`src/rtl/xcvr_pkg.sv`:
```
package xcvr_pkg;
    parameter int LANES  = 2;
    parameter int LANE_W = 8;
    localparam int BUS_W = LANES * LANE_W;

    typedef struct packed {
        logic ce_n;
        logic le_n;
        logic oe_n;
    } lane_ctrl_t;

    function automatic logic capture_ok(input lane_ctrl_t c);
        return !c.ce_n && !c.le_n;
    endfunction

    function automatic logic drive_ok(input lane_ctrl_t c);
        return !c.ce_n && !c.oe_n;
    endfunction
endpackage

```
`src/rtl/xcvr_lane_latch.sv`:
```
module xcvr_lane_latch
    import xcvr_pkg::*;
#(
    parameter int W = LANE_W
) (
    input  logic           clk,
    input  logic           rst,
    input  logic [W-1:0]   d,
    input  lane_ctrl_t     ctrl,
    output logic [W-1:0]   q,
    output logic           drive
);
    logic cap;
    assign cap   = capture_ok(ctrl);
    assign drive = drive_ok(ctrl);

    always_ff @(posedge clk) begin
        if (rst)
            q <= '0;
        else if (cap)
            q <= d;
    end

    // a capture edge loads the input byte
    assert_capture_loads_R2: assert property (@(posedge clk) disable iff (rst)
        (!ctrl.ce_n && !ctrl.le_n) |=> (q == $past(d)));

    // capture-enable high keeps the stored byte
    assert_hold_le_R3: assert property (@(posedge clk) disable iff (rst)
        ctrl.le_n |=> $stable(q));

    // chip-enable high keeps the stored byte
    assert_hold_ce_R4: assert property (@(posedge clk) disable iff (rst)
        ctrl.ce_n |=> $stable(q));
endmodule

```
`src/rtl/xcvr_dir_bank.sv`:
```
module xcvr_dir_bank
    import xcvr_pkg::*;
#(
    parameter int NL = LANES,
    parameter int LW = LANE_W,
    localparam int BW = NL * LW
) (
    input  logic          clk,
    input  logic          rst,
    input  logic [BW-1:0] src,
    input  logic [NL-1:0] ce_n,
    input  logic [NL-1:0] le_n,
    input  logic [NL-1:0] oe_n,
    output logic [BW-1:0] held,
    output logic [NL-1:0] drv
);
    for (genvar k = 0; k < NL; k++) begin : g_lane
        lane_ctrl_t c;
        assign c.ce_n = ce_n[k];
        assign c.le_n = le_n[k];
        assign c.oe_n = oe_n[k];

        xcvr_lane_latch #(.W(LW)) u_lane (
            .clk   (clk),
            .rst   (rst),
            .d     (src[k*LW +: LW]),
            .ctrl  (c),
            .q     (held[k*LW +: LW]),
            .drive (drv[k])
        );
    end
endmodule

```
`src/rtl/byte_latch_xcvr.sv`:
```
module byte_latch_xcvr
    import xcvr_pkg::*;
(
    input  logic             clk,
    input  logic             rst,
    input  logic [BUS_W-1:0] a_in,
    input  logic [BUS_W-1:0] b_in,
    input  logic [LANES-1:0] ceab_n,
    input  logic [LANES-1:0] leab_n,
    input  logic [LANES-1:0] oeab_n,
    input  logic [LANES-1:0] ceba_n,
    input  logic [LANES-1:0] leba_n,
    input  logic [LANES-1:0] oeba_n,
    output logic [BUS_W-1:0] a_out,
    output logic [LANES-1:0] a_oe,
    output logic [BUS_W-1:0] b_out,
    output logic [LANES-1:0] b_oe
);
    xcvr_dir_bank #(.NL(LANES), .LW(LANE_W)) u_ab (
        .clk  (clk),
        .rst  (rst),
        .src  (a_in),
        .ce_n (ceab_n),
        .le_n (leab_n),
        .oe_n (oeab_n),
        .held (b_out),
        .drv  (b_oe)
    );

    xcvr_dir_bank #(.NL(LANES), .LW(LANE_W)) u_ba (
        .clk  (clk),
        .rst  (rst),
        .src  (b_in),
        .ce_n (ceba_n),
        .le_n (leba_n),
        .oe_n (oeba_n),
        .held (a_out),
        .drv  (a_oe)
    );

    for (genvar k = 0; k < LANES; k++) begin : g_chk
        // both sides driving one lane is a usage violation
        assert_no_contention_R9: assert property (@(posedge clk) disable iff (rst)
            !(a_oe[k] && b_oe[k]));

        // a disabled chip keeps the side B lane undriven
        assert_b_quiet_R5: assert property (@(posedge clk) disable iff (rst)
            (ceab_n[k] || oeab_n[k]) |-> !b_oe[k]);

        // same rule for side A
        assert_a_quiet_R8: assert property (@(posedge clk) disable iff (rst)
            (ceba_n[k] || oeba_n[k]) |-> !a_oe[k]);
    end
endmodule

```
`config.mk`:
```
export PLATFORM = sky130hd
export DESIGN_NAME = byte_latch_xcvr
export DESIGN_NICKNAME = d
export VERILOG_FILES = /design/src/rtl/xcvr_pkg.sv /design/src/rtl/xcvr_lane_latch.sv /design/src/rtl/xcvr_dir_bank.sv /design/src/rtl/byte_latch_xcvr.sv
export SDC_FILE = /design/constraint.sdc
export NUM_CORES = 1
export LEC_CHECK = 0
export ABC_AREA = 1
export BUFFER_PORTS_ARGS = -buffer_cell sky130_fd_sc_hd__buf_2
export CAP_MARGIN = 20
export CORE_MARGIN = 2
export CORE_UTILIZATION = 30
export DETAILED_ROUTE_END_ITERATION = 6
export PLACE_DENSITY_LB_ADDON = 0.1
export SLEW_MARGIN = 10
export SYNTH_ARGS = -nofsm -noshare
export SYNTH_HDL_FRONTEND = slang
export SYNTH_SLANG_ARGS = --single-unit
```
`constraint.sdc`:
```
create_clock -name clk -period 0.8 [get_ports clk]
set_input_delay 0.08 -clock clk [delete_from_list [all_inputs] [get_ports clk]]
set_output_delay 0.08 -clock clk [all_outputs]
set_load 0.05 [all_outputs]
```
Word-level counts from Yosys, hierarchy flattened
Index checks and enable logic that the tools add are counted.
{"block": "classes", "n_reduce_logical": 20}
{"op": "$logic_not 1->1", "count": 12}
{"op": "$logic_and 1x1->1", "count": 8}
{"block": "totals", "inputBits": 46, "out_inout_bits": 36, "register_bits": 32}

Depth between registers and ports, before layout
Gate-level depths: netlist (run 1).
{"block": "depth", "word_depth": 2, "mapped_depth": 5, "depth_no_buf": 4}

Modules after synthesis
From an unflattened synthesis (run 1), not the netlist that was laid out.
{"block": "unflattened", "hier_cells": 208, "area_unflattened_um2": 1361.3}
{"mod": "xcvr_lane_latch", "n_inst": 4, "area_each_um2": 340.3, "cells_per_inst": 52, "seq_area_each_um2": 160.2}

Least setup slack after synthesis (run 1)
No wires, ideal clock.
{"block": "synth_timing", "path_kind": "register -> register", "from": "register, netlist name u_ab.g_lane[0].u_lane.q[0]", "to": "register u_ab.g_lane[0].u_lane.q[0]", "slack_ns": -0.058, "arrival_time_ns": 0.794, "path_stages_with_launch": 3, "n_path_buf": 0, "required_ns": 0.736, "setup_ns": 0.064, "cell_sequence": "dfxtp_1 -> nor2_1 -> nor2_1"}
{"element": "to (signal assigned)", "line": "xcvr_lane_latch.sv:19", "rtl": "q <= '0;"}
{"element": "to (signal assigned)", "line": "xcvr_lane_latch.sv:21", "rtl": "q <= d;"}
{"element": "to (decl)", "line": "xcvr_lane_latch.sv:10", "rtl": "output logic [W-1:0] q,"}

Worst setup path in the final report (run 1)
{"block": "layout_timing", "from": "register u_ab.g_lane[0].u_lane.q[5]", "to": "output port b_out[5]"}
{"element": "to (decl)", "line": "byte_latch_xcvr.sv:16", "rtl": "output logic [BUS_W-1:0] b_out,"}
No word-level cell between the ends.

==> results.json, run 1 <==
{
  "rows": 24,
  "irDropWorstVdd_v": 0.000576,
  "seqPwrFrac_pct": 44.4,
  "p_switching_w": 0.00130,
  "slew_headroom_pct": 78.1,
  "routed_wl_um": 3080,
  "drv_slew": 0,
  "fin_skew_ns": 0,
  "drt_iter0_markers": 43,
  "ys_seq_elements": 32,
  "worst_hold_path_type": "input pin to register",
  "synth_nets": 258,
  "layout_common_cells": "nor2_1 (68), nand2_1 (64), buf_2 (49)",
  "critPathBufInv": 1,
  "synth_top_area_share_pct": 45.9,
  "ys_warn_count": 0,
  "synth_top_cell_by_area": "dfxtp_1",
  "nets": 341,
  "ant_nets": 0,
  "final_core_util_pct": 51.5,
  "clk_pin_slew_ns": 0.06,
  "grt_setup_unrepaired": "yes",
  "ys_types": 8,
  "outcome": "complete, but fails checks",
  "p_int_w": 0.00278,
  "min_period_over_period_pct": 108,
  "die-area_sq_um": 5210,
  "clock_latency_ns": 0.28,
  "whs_ns": 0.0846,
  "path_class": "register to output port",
  "switching_share_pct": 31.9,
  "final_layout_size_suffix_gt1_share_pct": 43.7,
  "fmax_mhz": 1160,
  "power_density_nw_per_um2": 1800,
  "netlist_instances": 212,
  "drc": 0,
  "syn_avg_cell_area_sq_um": 6.58,
  "min_delay_path_depth": 5,
  "n_antenna_cell": 0,
  "worst_slew_pin_slew_ns": 0.328,
  "ios": 82,
  "end_kind": "output port",
  "path_depth": 1,
  "final.min_clock_period_ns": 0.862,
  "cts_root_buf": "clkbuf_8",
  "cts_tree": "yes",
  "overflow": 0,
  "cap_violations": 0,
  "coreArea_sq_um": 4410,
  "synth_area_leaders": "dfxtp_1 (46%), nor2_1 (18%), nand2_1 (17%), inv_1 (8.9%), buf_6 (3.2%)",
  "grt_pass1_wl_um": 4960,
  "final.setup.worst_slack_ns": -0.0619,
  "grt_pass1_vias": 1202,
  "grtUsageTotal_pct": 12.1,
  "finalHoldViolations": 0,
  "cp.required_ns": 0.72,
  "via_count": 1383,
  "setup_viol": 32,
  "cpMaxStageDelayCell": "dfxtp_2",
  "gp_congestion": 0.661,
  "netlist_area_sq_um": 1400,
  "die_x_um": 72.2,
  "p_comb_share_pct": 28.8,
  "ctsHtreeMaxLevel": 2,
  "cts_buffer_depth": 2,
  "die_h_um": 72.2,
  "crit_path_max_incr_delay_ns": 0.36,
  "grt_max_degree": 33,
  "r2r_cells": 3,
  "crit_family": "flip-flops",
  "leakage_nw": 1.23,
  "violations": "setup timing",
  "crit_fanout": 2,
  "drtPass1Iterations": 4,
  "antenna_found_initial": 0,
  "yosysSeqAreaShare_pct": 45.9,
  "start_kind": "register",
  "dp_hpwl_um": 2110,
  "synthToLayoutAreaGrowth_pct": 63.0,
  "cts_sinks": 32,
  "wl_per_cell_um": 8.92,
  "p_clk_share_pct": 26.8,
  "layout_commonest_cell": "nor2_1",
  "port_buffers": 81,
  "path_cells": "buf_8",
  "cts_buffers": 5,
  "initial_core_util_pct": 31.6,
  "crit_arrival_ns": 0.78,
  "vias_per_cell": 4.01
}
## cell type report
| type | count | area, sq um |
|---|---|---|
| Multi-Input combinational cell | 136 | 541 |
| Tap cell | 52 | 65.1 |
| Sequential cell | 32 | 681 |
| Inverter | 33 | 124 |
| Clock buffer | 5 | 68.8 |
| Timing Repair Buffer | 87 | 795 |
| Fill cell | 443 | 2140 |
## sequential cells by signal (all words and copies together), names as in the netlist
register / count
u_ba.g_lane.u_lane.q: 16
u_ab.g_lane.u_lane.q: 16
## what timing repair did
item,in CTS,in global routing
hold buffers,0,0
setup endpoints to repair,32,32
resized for setup,79,10
buffers inserted,0,2
## path summary, 6_finish.rpt
| kind | from | endpoint | slack [ns] |
|---|---|---|---|
| worst max-delay path | u_ab.g_lane[0].u_lane.q[5] | b_out[5] | -0.06 |
| worst max register to register | u_ba.g_lane[0].u_lane.q[1] | u_ba.g_lane[0].u_lane.q[1] | 0.10 |
| worst min-delay path | a_in[1] | u_ab.g_lane[0].u_lane.q[1] | 0.08 |
| worst min register to register | u_ba.g_lane[1].u_lane.q[5] | u_ba.g_lane[1].u_lane.q[5] | 0.48 |
## metal layers
layer  routed length (um)  GRT usage [%]
met4                   51           5.66
met2                 1370           19.8
met3                  254           4.31
met1                 1400           14.2
met5                    0              0
## stage by stage
step / cell area, sq um / total power (W) / setup slack, ns / TNS, ns / instances
2_1_floorplan: 1440 / 0.00251 / 0.101 / 0 / 212
3_3_place_gp: 1900 / 0.00279 / 0.00629 / 0 / 338
3_5_place_dp: 1900 / 0.00279 / -0.0150 / -0.0338 / 338
4_1_cts: 2220 / 0.00412 / -0.0733 / -1.85 / 343
5_1_grt: 2270 / 0.00429 / -0.0941 / -2.25 / 345
6_report: 2270 / 0.00409 / -0.0619 / -1.34 / 345
## worst register-to-register path, delay by kind of cell, from the launching register on
kind                   cells  cell delay, ns
flip-flops                 1            0.33
AND/OR/NAND/NOR            2            0.14
buffers and inverters      1            0.13
## power groups by stage
stage	Combinational, W	Clock (W)	Sequential, W
after global routing	0.00126	0.00120	0.00183
after detailed placement	0.000986	0	0.00181
after global placement	0.000982	0	0.00180
after CTS	0.00115	0.00116	0.00181
after floorplan	0.000334	0	0.00218
final	0.00118	0.00110	0.00181
## cells by family after synthesis
kind of cell / after synthesis / synth area share, %
DFF: 32 / 45.9
and+or+nand+nor: 136 / 38.7
buffers and inverters: 44 / 15.3
## cell usage after synthesis, drive strengths merged
library cell / number
buf: 11
dfxtp: 32
inv: 33
nand2: 64
nor2: 72
No activity file was read; power rests on OpenSTA's default activity.
==> run 2, diff against run 1 <==
--- a/config.mk
+++ b/config.mk
@@ -9,7 +9,7 @@
 export BUFFER_PORTS_ARGS = -buffer_cell sky130_fd_sc_hd__buf_2
 export CAP_MARGIN = 20
 export CORE_MARGIN = 2
-export CORE_UTILIZATION = 30
+export CORE_UTILIZATION = 45
 export DETAILED_ROUTE_END_ITERATION = 6
 export PLACE_DENSITY_LB_ADDON = 0.1
 export SLEW_MARGIN = 10
==> constraint.sdc (replaced) <==
create_clock -name clk -period 1 [get_ports clk]
set_input_delay 0.1 -clock clk [delete_from_list [all_inputs] [get_ports clk]]
set_output_delay 0.1 -clock clk [all_outputs]
set_load 0.05 [all_outputs]
==> run 2 against run 1 <==
Compared with the run above: the run now ends clean; routed wire length is 8.8% lower; sequential power is 22% lower; critical path depth stayed put; flip-flop and latch count stayed put; highest routed layer unchanged.
==> results.json, run 2 (synthesis gave the netlist of run 1 again) <==
{
  "cts_tree": "yes",
  "min_delay_path_depth": 5,
  "drc": 0,
  "setup_viol": 0,
  "crit_arrival_ns": 0.88,
  "start_kind": "register",
  "ios": 82,
  "crit_fanout": 2,
  "finalHoldViolations": 0,
  "grtUsageTotal_pct": 17.1,
  "crit_path_max_incr_delay_ns": 0.37,
  "min_period_over_period_pct": 97.6,
  "fin_skew_ns": 0,
  "cp.required_ns": 0.90,
  "vias_per_cell": 4.23,
  "gp_congestion": 0.688,
  "cts_sinks": 32,
  "cts_buffers": 5,
  "die_h_um": 59.7,
  "overflow": 0,
  "port_buffers": 81,
  "path_cells": "buf_6",
  "fmax_mhz": 1020,
  "grt_pass1_vias": 1177,
  "dp_hpwl_um": 1940,
  "clock_latency_ns": 0.33,
  "leakage_nw": 1.16,
  "cap_violations": 0,
  "irDropWorstVdd_v": 0.000913,
  "path_depth": 1,
  "power_w": 0.00323,
  "grt_max_degree": 33,
  "rows": 20,
  "crit_family": "flip-flops",
  "via_count": 1371,
  "largest_registers": "u_ab.g_lane.u_lane.q: 16 flops, u_ba.g_lane.u_lane.q: 16 flops",
  "cts_buffer_depth": 2,
  "final_layout_size_suffix_gt1_share_pct": 35.4,
  "end_kind": "output port",
  "ctsHtreeMaxLevel": 2,
  "dp.cells": 316,
  "layout_common_cells": "nor2_1 (68), nand2_1 (64), buf_2 (49)",
  "initial_core_util_pct": 46.5,
  "nets": 336,
  "antenna_found_initial": 0,
  "drt_iter0_markers": 38,
  "layout_commonest_cell": "nor2_1",
  "drtPass1Iterations": 4,
  "worst_slew_pin_slew_ns": 0.339,
  "ant_nets": 0,
  "routed_wl_um": 2810,
  "final.min_clock_period_ns": 0.976,
  "slew_headroom_pct": 77.3,
  "cts_root_buf": "clkbuf_4",
  "die-area_sq_um": 3560,
  "critPathBufInv": 1,
  "drv_slew": 0,
  "outcome": "completed",
  "coreArea_sq_um": 3000,
  "power_density_nw_per_um2": 1580,
  "path_class": "register to output port",
  "die_x_um": 59.7,
  "finalNonFillerCells": 324,
  "grt_pass1_wl_um": 4640,
  "worst_hold_path_type": "input pin to register",
  "cpMaxStageDelayCell": "dfxtp_1",
  "n_antenna_cell": 0,
  "r2r_cells": 2,
  "post_cts.repair.setup_buffers": 0,
  "clk_pin_slew_ns": 0.10,
  "synthToLayoutAreaGrowth_pct": 46.6,
  "wl_per_cell_um": 8.67
}
## run 2: cell count changes in the layout (fill, tap and decap cells not counted)
cell and change:
clkbuf_8 -5, clkbuf_1 +1, buf_8 -25, clkinv_2 +1, clkbuf_4 +5, dfxtp_1 +22
dfxtp_2 -22, bufinv_16 +1, buf_6 +21, buf_4 +2, buf_12 -3
## run 2: stage by stage
step                      setup TNS [ns]  area (sq um)  hold WS (ns)  setup slack (ns)  util, %
after global routing             -0.0246          2050        0.0468           -0.0131     68.1
after floorplan                        0          1400         0.282             0.142        -
after detailed placement               0          1770         0.401             0.166     59.0
after global placement                 0          1770         0.391             0.160     59.0
final                                  0          2050        0.0401            0.0235     68.1
after CTS                              0          1930        0.0402           0.00227     64.2
## run 2: area by class of cell
type	count	area (sq um)
clock buffers	6	41.3
multi-input cells	136	541
inverters	33	124
flip-flops and latches	32	653
clock inverters	2	35.0
well taps	33	41.3
repair buffers	82	611
fillers	293	957
## run 2: worst paths after layout
kind / from / to / slack [ns]
setup reg to reg: u_ba.g_lane[1].u_lane.q[5] / u_ba.g_lane[1].u_lane.q[5] / 0.41
hold / removal: b_in[5] / u_ba.g_lane[0].u_lane.q[5] / 0.04
hold reg to reg: u_ab.g_lane[1].u_lane.q[5] / u_ab.g_lane[1].u_lane.q[5] / 0.49
setup / recovery: u_ab.g_lane[1].u_lane.q[1] / b_out[9] / 0.02
## run 2: tightest hold or removal path: stages
cell     delay (ns)
buf_2          0.09
inv_1          0.04
nand2_1        0.04
nand2_1        0.05
nor2_1         0.03
## run 2: power by group
group	internal [W]	leakage [nW]	switching (W)	total, W
logic	0.000311	0.854	0.000534	0.000845
registers	0.00137	0.268	0.0000564	0.00142
clock network	0.000524	0.0422	0.000438	0.000962
total	0.00220	1.16	0.00103	0.00323
## run 2: repair_timing
| action | CTS | global route |
|---|---|---|
| gates resized for setup | 32 | 38 |
| hold buffers | 0 | 0 |
| setup endpoints to repair | 32 | 28 |
## run 2: metal layers
layer | wire, um | global-route usage [%] | part of all wire (%)
met3 | 240 | 5.84 | 8.5
met5 | 0 | 0 | 0
met4 | 61 | 8.57 | 2.2
met1 | 1170 | 19.8 | 42
met2 | 1330 | 28.0 | 47
